[config.mk]
export PLATFORM = sky130hd
export DESIGN_NAME = x86_mode_classifier
export DESIGN_NICKNAME = d
export VERILOG_FILES = /design/src/rtl/xmc_pkg.sv /design/src/rtl/xmc_prefix_sort.sv /design/src/rtl/xmc_opclass.sv /design/src/rtl/xmc_collect.sv /design/src/rtl/xmc_rec_hold.sv /design/src/rtl/x86_mode_classifier.sv
export SDC_FILE = /design/constraint.sdc
export NUM_CORES = 1
export LEC_CHECK = 0
export BUFFER_PORTS_ARGS = -buffer_cell sky130_fd_sc_hd__buf_2
export CORE_MARGIN = 4
export CORE_UTILIZATION = 45
export DETAILED_ROUTE_END_ITERATION = 16
export GPL_TIMING_DRIVEN = 1
export PLACE_DENSITY = 0.68
export SLEW_MARGIN = 5
export SYNTH_ARGS = -nofsm -noshare
export SYNTH_HDL_FRONTEND = slang
export SYNTH_SLANG_ARGS = --single-unit
export TNS_END_PERCENT = 10
[constraint.sdc]
create_clock -name clk -period 2.6 [get_ports clk]
set_clock_uncertainty 0.15 [all_clocks]
set_input_delay 0.78 -clock clk [delete_from_list [all_inputs] [get_ports clk]]
set_output_delay 0.78 -clock clk [all_outputs]
set_load 0.02 [all_outputs]
[src/rtl/xmc_pkg.sv]
// Shared types for the mode-dependent instruction byte classifier.
// Assumes byte-wide input; the length field covers legal x86 lengths (<= 15).
package xmc_pkg;

    localparam int BYTE_W  = 8;
    localparam int LEN_W   = 4;
    localparam int CLASS_W = 4;

    typedef enum logic [CLASS_W-1:0] {
        CL_OTHER    = 4'd0,
        CL_INCDEC   = 4'd1,
        CL_NOP      = 4'd2,
        CL_MOV_IMM  = 4'd3,
        CL_INC_RM   = 4'd4,
        CL_ARPL     = 4'd5,
        CL_MOVSXD   = 4'd6,
        CL_MOVD     = 4'd7,
        CL_SEG_PP   = 4'd8,
        CL_FSGS_PP  = 4'd9,
        CL_BCD      = 4'd10,
        CL_FLAGS_AH = 4'd11
    } op_class_e;

    typedef enum logic [1:0] {
        ST_PFX,
        ST_ESC,
        ST_MODRM,
        ST_IMM
    } col_state_e;

    // Lookup result for a first opcode byte
    typedef struct packed {
        logic             ud;
        op_class_e        cls;
        logic             need_modrm;
        logic [LEN_W-1:0] imm_len;
    } op_info_t;

    // One finished instruction record
    typedef struct packed {
        logic [BYTE_W-1:0] opcode;
        logic              esc;
        op_class_e         cls;
        logic [LEN_W-1:0]  len;
        logic              ud;
        logic              opsz;
        logic              adsz;
        logic              rex;
        logic [3:0]        wrxb;
    } rec_t;

    // Second bytes after 0x0F that push/pop FS or GS
    function automatic logic is_fsgs(input logic [BYTE_W-1:0] b);
        return (b == 8'hA0) || (b == 8'hA1) || (b == 8'hA8) || (b == 8'hA9);
    endfunction

endpackage

[src/rtl/xmc_prefix_sort.sv]
// Sorts one input byte into prefix kinds.
// Only 0x66/0x67 are legacy prefixes here; 0x40..0x4F are REX only in 64-bit mode.
module xmc_prefix_sort
    import xmc_pkg::*;
(
    input  logic [BYTE_W-1:0] byte_i,
    input  logic              mode64_i,
    output logic              is_opsz_o,
    output logic              is_adsz_o,
    output logic              is_rex_o
);

    // Decode the prefix kind of the current byte
    always_comb begin
        is_opsz_o = (byte_i == 8'h66);
        is_adsz_o = (byte_i == 8'h67);
        is_rex_o  = mode64_i && (byte_i[7:4] == 4'h4);
    end

endmodule

[src/rtl/xmc_opclass.sv]
// Classifies a first opcode byte under the current mode and prefixes.
// Gives class, fault, whether a ModRM byte follows and the immediate size.
// 0xFF is refined later from its ModRM reg field; 0x0F is handled by the caller.
module xmc_opclass
    import xmc_pkg::*;
#(
    parameter int N_SEG = 7,
    parameter int N_BCD = 6
) (
    input  logic [BYTE_W-1:0] opc_i,
    input  logic              mode64_i,
    input  logic              lahf_en_i,
    input  logic              rex_w_i,
    input  logic              rex_b_i,
    input  logic              opsz_i,
    output op_info_t          info_o
);

    localparam logic [BYTE_W-1:0] SEG_OPS [N_SEG] =
        '{8'h0E, 8'h1E, 8'h1F, 8'h06, 8'h07, 8'h16, 8'h17};
    localparam logic [BYTE_W-1:0] BCD_OPS [N_BCD] =
        '{8'hD5, 8'h37, 8'h27, 8'hD4, 8'h3F, 8'h2F};
    localparam logic [LEN_W-1:0] IMM_WIDE = LEN_W'(8);
    localparam logic [LEN_W-1:0] IMM_WORD = LEN_W'(2);
    localparam logic [LEN_W-1:0] IMM_DW   = LEN_W'(4);

    logic seg_hit;
    logic bcd_hit;

    // Match against the segment push/pop and decimal-adjust opcode lists
    always_comb begin
        seg_hit = 1'b0;
        bcd_hit = 1'b0;
        for (int i = 0; i < N_SEG; i++) seg_hit |= (opc_i == SEG_OPS[i]);
        for (int i = 0; i < N_BCD; i++) bcd_hit |= (opc_i == BCD_OPS[i]);
    end

    // Pick class, fault and trailing-byte needs
    always_comb begin
        info_o            = '0;
        info_o.cls        = CL_OTHER;
        if (!mode64_i && opc_i[7:4] == 4'h4) begin
            info_o.cls = CL_INCDEC;
        end else if (opc_i == 8'h90) begin
            info_o.cls = rex_b_i ? CL_OTHER : CL_NOP;
        end else if (opc_i[7:3] == 5'b10111) begin
            info_o.cls     = CL_MOV_IMM;
            info_o.imm_len = rex_w_i ? IMM_WIDE : (opsz_i ? IMM_WORD : IMM_DW);
        end else if (opc_i == 8'hFF) begin
            info_o.need_modrm = 1'b1;
        end else if (opc_i == 8'h63) begin
            info_o.need_modrm = 1'b1;
            info_o.cls = !mode64_i ? CL_ARPL : (rex_w_i ? CL_MOVSXD : CL_MOVD);
        end else if (seg_hit) begin
            info_o.cls = CL_SEG_PP;
            info_o.ud  = mode64_i;
        end else if (bcd_hit) begin
            info_o.cls = CL_BCD;
            info_o.ud  = mode64_i;
            if (!mode64_i && opc_i[7:4] == 4'hD) info_o.imm_len = LEN_W'(1);
        end else if (opc_i == 8'h9E || opc_i == 8'h9F) begin
            info_o.cls = CL_FLAGS_AH;
            info_o.ud  = mode64_i && !lahf_en_i;
        end
    end

endmodule

[src/rtl/xmc_collect.sv]
// Collects prefixes, opcode, ModRM and immediate bytes of one instruction.
// Pulses emit_o with the finished record on its last byte.
// Assumes the mode is stable within an instruction and a ModRM byte has no displacement.
module xmc_collect
    import xmc_pkg::*;
(
    input  logic              clk,
    input  logic              rst_n,
    input  logic              flush_i,
    input  logic              take_i,
    input  logic [BYTE_W-1:0] byte_i,
    input  logic              is_opsz_i,
    input  logic              is_adsz_i,
    input  logic              is_rex_i,
    input  op_info_t          info_i,
    output logic              cur_opsz_o,
    output logic [3:0]        cur_wrxb_o,
    output logic              emit_o,
    output rec_t              rec_o
);

    col_state_e        st_q, st_d;
    logic              opsz_q, opsz_d, adsz_q, adsz_d, rex_q, rex_d;
    logic [3:0]        wrxb_q, wrxb_d;
    logic [BYTE_W-1:0] opc_q, opc_d;
    logic              esc_q, esc_d, ud_q, ud_d;
    op_class_e         cls_q, cls_d;
    logic [LEN_W-1:0]  len_q, len_d, cnt_q, cnt_d;

    assign cur_opsz_o = opsz_q;
    assign cur_wrxb_o = wrxb_q;

    // Next-state logic for one accepted byte, and the record it may finish
    always_comb begin
        st_d   = st_q;   opsz_d = opsz_q; adsz_d = adsz_q; rex_d = rex_q;
        wrxb_d = wrxb_q; opc_d  = opc_q;  esc_d  = esc_q;  ud_d  = ud_q;
        cls_d  = cls_q;  len_d  = len_q;  cnt_d  = cnt_q;  emit_o = 1'b0;
        if (take_i) begin
            len_d = len_q + LEN_W'(1);
            unique case (st_q)
                ST_PFX: begin
                    if (is_opsz_i || is_adsz_i) begin
                        opsz_d = opsz_q | is_opsz_i;
                        adsz_d = adsz_q | is_adsz_i;
                        rex_d  = 1'b0;
                        wrxb_d = 4'b0;
                    end else if (is_rex_i) begin
                        rex_d  = 1'b1;
                        wrxb_d = byte_i[3:0];
                    end else begin
                        opc_d = byte_i;
                        if (byte_i == 8'h0F) begin
                            st_d = ST_ESC;
                        end else begin
                            cls_d = info_i.cls;
                            ud_d  = info_i.ud;
                            if (info_i.ud) begin
                                emit_o = 1'b1;
                            end else if (info_i.need_modrm) begin
                                st_d = ST_MODRM;
                            end else if (info_i.imm_len != '0) begin
                                st_d  = ST_IMM;
                                cnt_d = info_i.imm_len;
                            end else begin
                                emit_o = 1'b1;
                            end
                        end
                    end
                end
                ST_ESC: begin
                    esc_d  = 1'b1;
                    opc_d  = byte_i;
                    cls_d  = is_fsgs(byte_i) ? CL_FSGS_PP : CL_OTHER;
                    emit_o = 1'b1;
                end
                ST_MODRM: begin
                    if (opc_q == 8'hFF)
                        cls_d = (byte_i[5:3] == 3'b000) ? CL_INC_RM : CL_OTHER;
                    emit_o = 1'b1;
                end
                ST_IMM: begin
                    cnt_d = cnt_q - LEN_W'(1);
                    if (cnt_q == LEN_W'(1)) emit_o = 1'b1;
                end
                default: st_d = ST_PFX;
            endcase
        end
        rec_o = '{opcode: opc_d, esc: esc_d, cls: cls_d, len: len_d, ud: ud_d,
                  opsz: opsz_d, adsz: adsz_d, rex: rex_d, wrxb: wrxb_d};
        if (emit_o || flush_i) begin
            st_d   = ST_PFX; opsz_d = 1'b0; adsz_d = 1'b0; rex_d = 1'b0;
            wrxb_d = 4'b0;   opc_d  = '0;   esc_d  = 1'b0; ud_d  = 1'b0;
            cls_d  = CL_OTHER; len_d = '0;  cnt_d  = '0;
        end
    end

    // Register the collection state
    always_ff @(posedge clk) begin
        if (!rst_n) begin
            st_q   <= ST_PFX; opsz_q <= 1'b0; adsz_q <= 1'b0; rex_q <= 1'b0;
            wrxb_q <= 4'b0;   opc_q  <= '0;   esc_q  <= 1'b0; ud_q  <= 1'b0;
            cls_q  <= CL_OTHER; len_q <= '0;  cnt_q  <= '0;
        end else begin
            st_q   <= st_d;   opsz_q <= opsz_d; adsz_q <= adsz_d; rex_q <= rex_d;
            wrxb_q <= wrxb_d; opc_q  <= opc_d;  esc_q  <= esc_d;  ud_q  <= ud_d;
            cls_q  <= cls_d;  len_q  <= len_d;  cnt_q  <= cnt_d;
        end
    end

endmodule

[src/rtl/xmc_rec_hold.sv]
// One-entry output stage: holds a record until the consumer takes it.
// Input is accepted only while empty, so an emit never meets a full stage.
module xmc_rec_hold
    import xmc_pkg::*;
(
    input  logic clk,
    input  logic rst_n,
    input  logic flush_i,
    input  logic emit_i,
    input  rec_t rec_i,
    input  logic out_ready_i,
    output logic out_valid_o,
    output logic in_ready_o,
    output rec_t rec_o
);

    logic valid_q;
    rec_t rec_q;

    assign out_valid_o = valid_q;
    assign in_ready_o  = !valid_q;
    assign rec_o       = rec_q;

    // Load on emit, drop on take or flush
    always_ff @(posedge clk) begin
        if (!rst_n || flush_i) begin
            valid_q <= 1'b0;
            rec_q   <= '0;
        end else if (emit_i) begin
            valid_q <= 1'b1;
            rec_q   <= rec_i;
        end else if (out_ready_i) begin
            valid_q <= 1'b0;
        end
    end

endmodule

[src/rtl/x86_mode_classifier.sv]
// Top level: mode-dependent instruction byte classifier.
// Takes one byte per cycle and emits one record per instruction.
// Assumes mode64 and lahf_en change only between instructions.
module x86_mode_classifier
    import xmc_pkg::*;
(
    input  logic              clk,
    input  logic              rst_n,
    input  logic              flush,
    input  logic              mode64,
    input  logic              lahf_en,
    input  logic              in_valid,
    input  logic [BYTE_W-1:0] in_byte,
    output logic              in_ready,
    output logic              out_valid,
    input  logic              out_ready,
    output logic [BYTE_W-1:0] out_opcode,
    output logic              out_esc,
    output logic [CLASS_W-1:0] out_class,
    output logic [LEN_W-1:0]  out_len,
    output logic              out_ud,
    output logic              out_opsz,
    output logic              out_adsz,
    output logic              out_rex,
    output logic [3:0]        out_wrxb
);

    logic     is_opsz, is_adsz, is_rex, take, emit, cur_opsz;
    logic [3:0] cur_wrxb;
    op_info_t info;
    rec_t     rec_new, rec_out;

    assign take = in_valid && in_ready && !flush;

    xmc_prefix_sort u_sort (
        .byte_i    (in_byte),
        .mode64_i  (mode64),
        .is_opsz_o (is_opsz),
        .is_adsz_o (is_adsz),
        .is_rex_o  (is_rex)
    );

    xmc_opclass u_class (
        .opc_i     (in_byte),
        .mode64_i  (mode64),
        .lahf_en_i (lahf_en),
        .rex_w_i   (cur_wrxb[3]),
        .rex_b_i   (cur_wrxb[0]),
        .opsz_i    (cur_opsz),
        .info_o    (info)
    );

    xmc_collect u_coll (
        .clk        (clk),
        .rst_n      (rst_n),
        .flush_i    (flush),
        .take_i     (take),
        .byte_i     (in_byte),
        .is_opsz_i  (is_opsz),
        .is_adsz_i  (is_adsz),
        .is_rex_i   (is_rex),
        .info_i     (info),
        .cur_opsz_o (cur_opsz),
        .cur_wrxb_o (cur_wrxb),
        .emit_o     (emit),
        .rec_o      (rec_new)
    );

    xmc_rec_hold u_hold (
        .clk         (clk),
        .rst_n       (rst_n),
        .flush_i     (flush),
        .emit_i      (emit),
        .rec_i       (rec_new),
        .out_ready_i (out_ready),
        .out_valid_o (out_valid),
        .in_ready_o  (in_ready),
        .rec_o       (rec_out)
    );

    assign out_opcode = rec_out.opcode;
    assign out_esc    = rec_out.esc;
    assign out_class  = rec_out.cls;
    assign out_len    = rec_out.len;
    assign out_ud     = rec_out.ud;
    assign out_opsz   = rec_out.opsz;
    assign out_adsz   = rec_out.adsz;
    assign out_rex    = rec_out.rex;
    assign out_wrxb   = rec_out.wrxb;

endmodule

==> results of run 1 <==
==> state kept, by name (all words and copies together), names as in the netlist <==
signal / cells
u_coll.esc_q: 1
u_coll.ud_q: 1
u_coll.rex_q: 1
u_coll.st_q: 2
u_coll.cls_q: 4
u_coll.cnt_q: 4
u_hold.rec_o: 25
u_coll.len_q: 4
u_coll.cur_wrxb_o: 4
u_coll.adsz_q: 1
u_coll.opc_q: 8
u_hold.out_valid_o: 1
u_coll.cur_opsz_o: 1
==> worst paths after layout <==
check | to | slack [ns]
worst min-delay path | u_hold.rec_o[3]$_SDFFE_PP0P_ | 0.32
worst max register to register | u_hold.rec_o[14]$_SDFFE_PP0P_ | 0.35
worst min register to register | u_hold.rec_o[3]$_SDFFE_PP0P_ | 0.32
worst max-delay path | u_hold.rec_o[23]$_SDFFE_PP0P_ | 0.04
==> per-layer routing <==
| metal | vias to the layer above | track usage | share of wire |
|---|---|---|---|
| li1 | 1451 | - | - |
| met1 | 1465 | 0.293 | 0.44 |
| met2 | 96 | 0.397 | 0.48 |
| met3 | 21 | 0.0553 | 0.058 |
| met4 | 0 | 0.0622 | 0.022 |
| met5 | - | 0 | 0 |
==> power by group through the flow <==
stage | logic, W | registers [W] | clock network [W]
2_1_floorplan | 0.000145 | 0.000926 | 0
3_3_place_gp | 0.000270 | 0.000914 | 0
3_5_place_dp | 0.000275 | 0.000914 | 0
4_1_cts | 0.000277 | 0.000895 | 0.000840
5_1_grt | 0.000307 | 0.000896 | 0.000878
6_report | 0.000285 | 0.000895 | 0.000826
==> synth_stat cells, types with 8 or more instances <==
cell type and number:
dfxtp_1 57, a21oi_1 35, nor2_1 32, inv_1 15
nand2_1 14, a211oi_2 12, buf_2 11, nor3_1 11
clkbuf_1 10, o21ai_0 9, a211oi_1 8
==> cells in the final DEF, fill, tap and decap left out, types with 8 or more instances in the layout <==
master	synthesis	routed
a211oi_1	8	8
a211oi_2	12	12
a21oi_1	35	35
buf_2	11	41
buf_4	1	67
clkbuf_8	0	10
dfxtp_1	57	57
inv_1	15	15
nand2_1	14	13
nor2_1	32	31
nor3_1	11	11
o21ai_0	9	9
==> metrics by stage <==
step / power (W) / util / worst slack, ns
after floorplan: 0.00107 / - / -0.0374
after global placement: 0.00118 / 0.583 / -0.377
after detailed placement: 0.00119 / 0.583 / -0.401
after CTS: 0.00201 / 0.615 / -0.00550
after global routing: 0.00208 / 0.624 / -0.00688
final: 0.00201 / 0.624 / 0.0424
==> timing repair <==
action / 4_1_cts / 5_1_grt
pin swaps: 0 / 2
endpoints found under the setup margin: 16 / 55
gates resized for setup: 2 / 12
hold buffers: 0 / 0
endpoints found under the hold margin: 0 / 0
==> kinds of logic (layout without fill, tap and decap cells) <==
logic type	after synthesis	in the layout	share of synthesized area
and+or+nand+nor	116	116	0.224
AOI/OAI and AO/OA	111	111	0.276
DFF	57	57	0.385
buffers and inverters	42	142	0.0667
adders and majority gates	7	7	0.0295
xor gates and xnor gates	3	3	0.00886
muxes	3	3	0.0101
==> final cells by class <==
class	instances	area, um2
fill	544	2400
tap	77	96.3
sequential	57	1140
clock buffer	11	141
inverter	15	56.3
timing repair buffer	111	768
multi-input combinational	240	1720
clock inverter	5	55.1
==> critical path: cells and delay by family <==
family	cells	cell delay (ns)
buf+inv	1	0.12
compound gates	3	0.64
simple gates	3	1.12
==> results by group, run 1 <==
Worst setup path
  • Slowest-stage cell, CP: or4b_4
  • Setup CP Type: in2reg
  • CP max FO: 7
  • Critical Path Max Stage Delay: 0.59 ns
  • CP arrival: 2.66 ns
  • Critical Path End Type: register
  • Crit path from: in_byte[7]
  • Setup crit start kind: input pin
  • R2R depth: 7
  • RR Startpoint: u_coll.st_q[0]$_SDFFE_PP0P_
  • Worst-path cell chain: buf_2 > nand4b_1 > or4b_4 > and2_2 > o21ai_4 > a22oi_1 > a211oi_2
  • Req. time, crit path: 2.70 ns

Power and ir drop
  • Cell Pwr Density: 504 mW/mm2
  • IR drop worst, VDD: 0.000623 V
  • Switching Power: 0.000534 W
  • Int Power: 0.00147 W
  • Power share of the sequential group: 0.446
  • Comb pwr share: 0.142
  • Clock power share: 0.412
  • P_leak: 1.62 nW
  • Switching portion of total power: 0.266

Clocking
  • CTS clk-pin slew, worst paths: 0.07 ns
  • Post-CTS setup buffers: 0
  • Clock latency on the worst-skew pair: 0.34 ns
  • Clk buf depth: 2
  • CTS root buf: clkbuf_8
  • TritonCTS clock tree: built
  • Num CTS Buffers: 9
  • Clk sinks: 57
  • H-tree depth: 3

Floorplanning
  • Core Rows: 29
  • Die H: 89.2 um
  • Starting Density: 0.464
  • Core area: 0.00639 mm2
  • DIE AREA: 0.00795 mm2
  • Die X: 89.2 um
  • I/O pin cnt: 42

Run status
  • Result of the run: finished, final reports clean

Global route
  • First-pass GRT wire length: 14.2 mm
  • Vias in the first global route: 2,930
  • Total GRT Usage: 0.232
  • Congestion Overflow GR: 0
  • Largest net degree at the start of global routing: 20
  • Initial antenna violation count: 0

Drt
  • Routed Antenna Nets: 0
  • # DRC: 0
  • DR vias: 3,033
  • DRT Wirelength: 8.68 mm
  • Via-per-instance ratio: 5.88
  • Iteration-0 DRC Markers: 185
  • First-pass DRT Iterations: 7
  • WL/cell: 16.8 um

Finish
  • N_diodes: 0
  • Fin cells: 516
  • Final Cell Area: 0.00398 mm2
  • Layout area overhead: 34.3%
  • Share of post-route cells with drive strength above 1: 0.378
  • Final net count: 456

Synth
  • Post-synthesis cell type count: 68
  • Most common flop cell mapped by yosys: dfxtp_1
  • Synth area leader: dfxtp_1
  • Mapped Area: 0.00297 mm2
  • Ys async rst share: 0
  • Sequential share of the synthesized area: 0.385
  • Mapped Cells: 339
  • Syn_area_per_cell: 8.75 um2
  • Post-synth EDFFs: 0
  • FF+latch count, synth: 57
  • Dominant cells by area after synthesis: dfxtp_1 38%, a21oi_1 5.9%, a211oi_2 5.1%
  • Ys Warns: 0
  • Mapped Nets: 361
  • Synth top area share: 0.385

Timing
  • Slew HR: 0.558
  • Final Slew Violations: 0
  • Worst-Margin Slew: 0.660 ns
  • Hold Vio Cnt, Final: 0
  • F_max: 391 MHz
  • Setup TNS: 0 ns
  • Final critical-path share of the clock period: 0.984
  • Hold Slack: 0.322 ns
  • Final Setup Violations: 0
  • Final min period: 2.56 ns
  • RSZ-0062 raised after global routing: yes

Run
  • Max-Cap Viols: 0

Placed design
  • Inst Count DP: 500
  • GPL Wtd Cong: 0.916
  • Area post-placement: 0.00372 mm2
  • DP HPWL: 6.54 mm
  • Port Buffers: 41

Min path
  • Worst hold path type: reg2reg
  • Worst hold path cell count: 1
  • Hold path start: u_hold.rec_o[3]$_SDFFE_PP0P_
Note: power is estimated with default switching activity, not from simulation.
==> run 2, diff against run 1 <==
BUFFER_PORTS_ARGS = -buffer_cell sky130_fd_sc_hd__buf_4   (was -buffer_cell sky130_fd_sc_hd__buf_2)
SYNTH_HIERARCHICAL = 1   (was not set)
==> run 2 against run 1 <==
  * The run now ends with negative setup slack left
  * Register-to-register slack improved by 0.02 ns
  * Area after synthesis grew 1.9%
  * Combinational power is 18% lower
  * Wire length is 6.1% lower
  * Via count down 6.9%
  * Worst setup slack got worse by 0.12 ns
  * Synthesized cell count shrank 1.8%
  * Non-clock buffer count decreased by 10
  * Core utilization rose by 2.0 points
  * Critical endpoint is now u_coll/cnt_q[1]$_SDFFE_PP0P_
==> results by group, run 2 <==
Run status
  • Result of the run: finished with violations
  • Failing checks: negative setup slack

Finish
  • Commonest cells after routing, fill and taps aside: 95 x buf_4, 57 x dfxtp_1, 36 x nor2_1
  • N_diodes: 0 (unchanged)
  • Final net count: 453 (-0.66%)
  • Fin cells: 513 (-0.58%)
  • Final Cell Area: 0.00413 mm2 (+3.7%)
  • Commonest non-fill, non-tap cell in the layout: buf_4
  • Layout area overhead: 36.8%
  • Filler cells: 555 (+2.0%)
  • Share of post-route cells with drive strength above 1: 0.358 (-0.0203)
  • Max FFs per register: 25 (unchanged)

Floorplanning
  • DIE AREA: 0.00809 mm2 (+1.7%)
  • Starting Density: 0.470 (+0.00595)
  • I/O pin cnt: 42 (unchanged)
  • Core area: 0.00642 mm2 (+0.57%)
  • Core Rows: 29 (unchanged)
  • Die X: 89.9 um (+0.84%)
  • Die H: 89.9 um (+0.84%)

Clocking
  • CTS root buf: clkbuf_8
  • Num CTS Buffers: 9 (unchanged)
  • Clock latency on the worst-skew pair: 0.32 ns (-0.02 ns)
  • CTS clk-pin slew, worst paths: 0.06 ns (about the same)
  • Clk sinks: 57 (unchanged)
  • TritonCTS clock tree: built
  • H-tree depth: 3 (unchanged)
  • Clk buf depth: 2 (unchanged)

Timing
  • Final min period: 2.68 ns (+0.124 ns)
  • RSZ-0062 raised after global routing: yes
  • Worst Slack Setup Final: -0.0816 ns (-0.124 ns)
  • Worst-Margin Slew: 0.442 ns (-0.217 ns)
  • Final Slew Violations: 0 (unchanged)
  • Hold Vio Cnt, Final: 0 (unchanged)
  • F_max: 373 MHz (-4.6%)
  • Final critical-path share of the clock period: 1.03 (+0.0477)
  • Slew HR: 0.701 (+0.143)
  • Final Setup Violations: 40 (+40)

Global route
  • Congestion Overflow GR: 0 (unchanged)
  • Total GRT Usage: 0.208 (-0.0244)
  • First-pass GRT wire length: 13.8 mm (-2.8%)
  • Vias in the first global route: 2,829 (-3.4%)
  • Largest net degree at the start of global routing: 27 (+35%)
  • Initial antenna violation count: 0 (unchanged)

Placed design
  • Area post-placement: 0.00377 mm2 (+1.1%)
  • Port Buffers: 41 (unchanged)
  • Inst Count DP: 493 (-1.4%)
  • Place WS: -0.578 ns (-0.177 ns)
  • GPL Wtd Cong: 0.911 (-0.56%)
  • DP HPWL: 5.83 mm (-11%)

Worst setup path
  • R2R depth: 7 (unchanged)
  • RR Endpoint: u_hold/rec_o[15]$_SDFFE_PP0P_
  • Critical Path End Type: register
  • Req. time, crit path: 2.66 ns (-0.04 ns)
  • Setup CP Type: in2reg
  • CP max FO: 7 (unchanged)
  • CP arrival: 2.74 ns (+0.08 ns)
  • Reg2Reg Setup Slack: 0.37 ns (+0.02 ns)
  • Setup crit start kind: input pin
  • RR Startpoint: u_coll/st_q[0]$_SDFFE_PP0P_

Synth
  • Ys Warns: 6 (+6)
  • Syn_area_per_cell: 9.07 um2 (+3.7%)
  • Most frequent cell after synthesis: dfxtp_1
  • Mapped Area: 0.00302 mm2 (+1.9%)
  • Post-synthesis cell type count: 64 (-5.9%)
  • Mapped Cells: 333 (-1.8%)
  • Synth top area share: 0.378 (-0.00701)
  • Most common flop cell mapped by yosys: dfxtp_1
  • FF+latch count, synth: 57 (unchanged)
  • Dominant cells by area after synthesis: dfxtp_1 38%, mux2i_1 8.6%, nor2b_1 5.6%
  • Ys async rst share: 0 (unchanged)
  • Most frequent cells after synthesis: 57 x dfxtp_1, 36 x nor2_1, 27 x nor2b_1
  • Sequential share of the synthesized area: 0.378 (-0.00701)
  • Synth area leader: dfxtp_1
  • Mapped Nets: 355 (-1.7%)
  • Post-synth EDFFs: 0 (unchanged)

Drt
  • Via-per-instance ratio: 5.51 (-6.3%)
  • First-pass DRT Iterations: 5 (-2)
  • WL/cell: 15.9 um (-5.5%)
  • Iteration-0 DRC Markers: 191 (+3.2%)
  • # DRC: 0 (unchanged)
  • Routed Antenna Nets: 0 (unchanged)
  • DR vias: 2,825 (-6.9%)
  • DRT Wirelength: 8.15 mm (-6.1%)

Power and ir drop
  • Int Power: 0.00155 W (+5.7%)
  • P_leak: 1.69 nW (+4.7%)
  • Comb pwr share: 0.116 (-0.026)
  • Switching Power: 0.000458 W (-14%)
  • Cell Pwr Density: 487 mW/mm2 (-3.2%)
  • IR drop worst, VDD: 0.000424 V (-32%)
  • Switching portion of total power: 0.228 (-0.0386)
  • Power share of the sequential group: 0.438 (-0.008)
  • Clock power share: 0.446 (+0.034)

Run
  • Max-Cap Viols: 0 (unchanged)

Min path
  • Hold path start: u_coll/cls_q[2]$_SDFF_PP0_
  • Hold worst-path end: u_coll/cls_q[2]$_SDFF_PP0_
  • Worst hold path cell count: 2 (+1)
  • Worst hold path type: reg2reg
==> run 2: how the worst max path moves through the flow <==
stage / from / endpoint / slack [ns] / depth (start not counted)
2_1_floorplan: in_byte[3] / u_coll/rex_q$_SDFF_PP0_ / -0.21 / 10
3_3_place_gp: in_byte[2] / u_coll/rex_q$_SDFF_PP0_ / -0.50 / 10
4_1_cts: in_byte[4] / u_coll/st_q[1]$_SDFFE_PP0P_ / -0.09 / 9
3_5_place_dp: in_byte[4] / u_hold/rec_o[19]$_SDFFE_PP0P_ / -0.58 / 10
6_report: in_byte[1] / u_coll/cnt_q[1]$_SDFFE_PP0P_ / -0.08 / 9
5_1_grt: in_byte[4] / u_coll/cnt_q[1]$_SDFFE_PP0P_ / -0.14 / 9
==> run 2: cell type report <==
cell class | count | area [um2] | share of cell area
Sequential cell | 57 | 1140 | 0.276
Clock buffer | 11 | 141 | 0.0342
Timing Repair Buffer | 101 | 793 | 0.192
Inverter | 13 | 48.8 | 0.0118
Tap cell | 77 | 96.3 | 0.0233
Clock inverter | 5 | 78.8 | 0.0191
Multi-Input combinational cell | 249 | 1830 | 0.443
==> run 2: logic make-up after synthesis <==
| family | count (synthesis) | share of synthesized area |
|---|---|---|
| flops | 57 | 0.378 |
| simple gates | 140 | 0.265 |
| compound gates | 67 | 0.157 |
| mux | 29 | 0.0973 |
| buf+inv | 29 | 0.0625 |
| fa+ha+maj | 7 | 0.0290 |
| xor+xnor | 4 | 0.0116 |
==> run 2: critical path: stages <==
cell,delay [ns]
buf_6,0.11
or4_4,0.54
nor2_4,0.15
o21ai_2,0.09
o211a_1,0.16
or2_2,0.37
o41ai_4,0.27
mux2i_1,0.23
nor2_1,0.06
==> run 2: metrics by stage <==
step           power [W]  setup TNS, ns  utilization  hold slack [ns]
2_1_floorplan    0.00102          -7.94            -            0.292
3_3_place_gp     0.00111         -26.42        0.586            0.304
3_5_place_dp     0.00111         -30.11        0.586            0.324
4_1_cts          0.00204         -0.873        0.639            0.333
5_1_grt          0.00210          -4.30        0.643            0.365
6_report         0.00201          -1.54        0.643            0.323
==> run 2: timing repair <==
action / CTS / global route
setup endpoints to repair: 57 / 56
hold buffers: 0 / 0
setup buffers: 3 / 0
pin swaps: 8 / 4
gates resized for setup: 18 / 8
gates cloned: 2 / 0
==> run 2: per-layer routing <==
layer  up-vias  routed length, um  track usage
li1       1398                  -            -
met1      1320               3840        0.280
met2        95               3710        0.320
met3        12                454       0.0492
met4         0                142       0.0842
met5         -                  0            0
==> run 2: power by group through the flow <==
stage               clock [W]  sequential (W)  combinational, W
floorplan                   0        0.000903          0.000119
global placement            0        0.000901          0.000212
detailed placement          0        0.000901          0.000213
CTS                  0.000930        0.000882          0.000230
global route         0.000968        0.000882          0.000252
finish               0.000897        0.000882          0.000234
==> run 3, diff against run 2 <==
SYNTH_HIERARCHICAL = not set   (was 1)
==> run 3 against run 2 <==
  * Largest power group is now sequential cells
  * Sequential power is 2% higher
  * Power up 0.12%
  * The flow now finishes without violations
  * Clock power decreased by 7.8%
  * Wire length grew 10%
  * Maximum frequency rose by 3.5%
  * Sequential cell count unchanged
  * Via count grew 3.8%
  * First-iteration DRC count decreased by 15%
  * Core utilization down 0.89 points
  * Largest cell class unchanged
  * Critical path type unchanged
  * Critical path depth did not move
==> results by group, run 3 (synthesized netlist as in run 1, its figures left out) <==
Run status
  • Result of the run: finished, final reports clean

Clocking
  • Clk sinks: 57 (unchanged)
  • CTS Hold Bufs: 0 (unchanged)
  • H-tree depth: 3 (unchanged)
  • CTS root buf: clkbuf_8
  • Clk buf depth: 2 (unchanged)
  • TritonCTS clock tree: built
  • Clock latency on the worst-skew pair: 0.34 ns (+0.02 ns)
  • Num CTS Buffers: 9 (unchanged)
  • CTS clk-pin slew, worst paths: 0.07 ns (about the same)

Drt
  • # DRC: 0 (unchanged)
  • WL/cell: 17.7 um (+11%)
  • Via-per-instance ratio: 5.77 (+4.8%)
  • First-pass DRT Iterations: 4 (-1)
  • DR vias: 2,932 (+3.8%)
  • Routed Antenna Nets: 0 (unchanged)
  • Iteration-0 DRC Markers: 162 (-15%)
  • DRT Wirelength: 8.97 mm (+10%)

Worst setup path
  • Slowest-stage cell, CP: or4_1
  • Worst-path cell chain: buf_4 > or4_1 > o22a_2 > or3b_4 > o21a_1 > buf_12 > nor2_4 > buf_12 > a211oi_2
  • Setup CP Type: in2reg
  • CP arrival: 2.69 ns (-0.05 ns)
  • CP max FO: 18 (+11)
  • Crit path top cell by count: buf_12
  • Critical Path Max Stage Delay: 0.50 ns (-0.04 ns)
  • Worst path bufs/invs: 3 (+2)
  • Critical path's top delay family: simple AND/OR/NAND/NOR gates
  • Req. time, crit path: 2.70 ns (+0.04 ns)
  • Critical Path End Type: register
  • Setup crit start kind: input pin

Placed design
  • Port Buffers: 41 (unchanged)
  • Area post-placement: 0.00376 mm2 (about the same)
  • GPL Wtd Cong: 0.950 (+4.3%)
  • DP HPWL: 6.65 mm (+14%)

Timing
  • Hold Vio Cnt, Final: 0 (unchanged)
  • Final Slew Violations: 0 (unchanged)
  • Final Setup Violations: 0 (-100%)
  • Final min period: 2.59 ns (-0.0908 ns)
  • Slew HR: 0.662 (-0.0395)
  • Final critical-path share of the clock period: 0.996 (-0.0349)
  • RSZ-0062 raised after global routing: yes
  • Worst-Margin Slew: 0.506 ns (+0.0642 ns)
  • F_max: 386 MHz (+3.5%)

Finish
  • Share of post-route cells with drive strength above 1: 0.369 (+0.0111)
  • Commonest cells after routing, fill and taps aside: 98 x buf_4, 57 x dfxtp_1, 35 x a21oi_1
  • Final Cell Area: 0.00405 mm2 (-1.9%)
  • Util after Layout: 0.634 (-0.00889)
  • Max FFs per register: 25 (unchanged)
  • Area of the multi-input gates: 0.00173 mm2 (-5.3%)
  • Storage element area: 0.00114 mm2 (unchanged)
  • Filler cells: 571 (+2.9%)
  • Commonest non-fill, non-tap cell in the layout: buf_4
  • N_diodes: 0 (unchanged)
  • Final net count: 448 (-1.1%)
  • Layout area overhead: 36.6%

Global route
  • Initial antenna violation count: 0 (unchanged)
  • Congestion Overflow GR: 0 (unchanged)
  • First-pass GRT wire length: 14.7 mm (+6.3%)
  • Vias in the first global route: 2,904 (+2.7%)
  • Largest net degree at the start of global routing: 21 (-22%)
  • Total GRT Usage: 0.243 (+0.0348)

Power and ir drop
  • Cell Pwr Density: 498 mW/mm2 (+2.1%)
  • P_leak: 1.59 nW (-6.1%)
  • IR drop worst, VDD: 0.000471 V (+11%)

Floorplanning
  • DIE AREA: 0.00795 mm2 (-1.7%)
  • I/O pin cnt: 42 (unchanged)
  • Core Rows: 29 (unchanged)
  • Core area: 0.00639 mm2 (-0.57%)
  • Die X: 89.2 um (-0.83%)
  • Starting Density: 0.464 (-0.00595)
  • Die H: 89.2 um (-0.83%)

Min path
  • Worst hold path type: reg2reg

Run
  • Max-Cap Viols: 0 (unchanged)
## run 3: cell types whose count changed in the layout (fill, tap and decap cells not counted), moves of 4 or more
| cell | previous run | this run |
|---|---|---|
| nor2b_1 | 27 | 4 |
| nand2_1 | 21 | 13 |
| nor2_1 | 36 | 32 |
| mux2i_1 | 26 | 3 |
| a211oi_2 | 2 | 16 |
| a21oi_1 | 14 | 35 |
| nand2b_1 | 3 | 7 |
| o41ai_1 | 0 | 4 |
| nor3_1 | 4 | 10 |
| a22oi_1 | 0 | 5 |
| a22o_1 | 12 | 0 |
## run 3: layout make-up
cell class,count,share of cell area
Clock buffer,11,0.0349
Clock inverter,5,0.0136
Inverter,15,0.0139
Multi-Input combinational cell,240,0.428
Sequential cell,57,0.282
Tap cell,77,0.0238
Timing Repair Buffer,103,0.204
## run 3: worst min-delay path, delay by kind of cell, from the launching register on
family	cells	cell delay, ns
AO/OA/AOI/OAI	1	0.06
flip-flops	1	0.31
AND/OR/NAND/NOR	1	0.08
## run 3: repair_timing
| action | CTS | global route |
|---|---|---|
| setup endpoints to repair | 3 | 36 |
| pin swaps | 1 | 5 |
| resized for setup | 2 | 15 |
| setup buffers | 0 | 2 |
## run 3: final timing paths
check	start	to	slack [ns]	cells past startpoint
worst max-delay path	in_byte[5]	u_hold.rec_o[12]$_SDFFE_PP0P_	0.009	9
worst min-delay path	u_coll.esc_q$_SDFF_PP0_	u_coll.esc_q$_SDFF_PP0_	0.34	2
worst max register to register	u_coll.st_q[0]$_SDFFE_PP0P_	u_hold.rec_o[15]$_SDFFE_PP0P_	0.38	8
worst min register to register	u_coll.esc_q$_SDFF_PP0_	u_coll.esc_q$_SDFF_PP0_	0.34	2
## run 3: power breakdown
group	switching, W	internal [W]
combinational	0.000167	0.000125
sequential	0.00000897	0.000887
clock	0.000362	0.000465
## run 3: stage by stage
step	setup TNS (ns)	setup WS (ns)	hold slack, ns	power, W	instances
finish	0	0.00917	0.336	0.00202	508
global route	-0.400	-0.0804	0.361	0.00210	508
CTS	0	0.000136	0.337	0.00202	506
detailed placement	-16.23	-0.382	0.321	0.00119	490
global placement	-14.91	-0.348	0.299	0.00119	490
floorplan	-0.490	-0.0374	0.284	0.00107	339
## run 3: routing by layer
metal / GRT usage / wire length, um
met5: 0 / 0
met4: 0.0907 / 220
met3: 0.0470 / 427
met2: 0.397 / 4330
met1: 0.317 / 3990
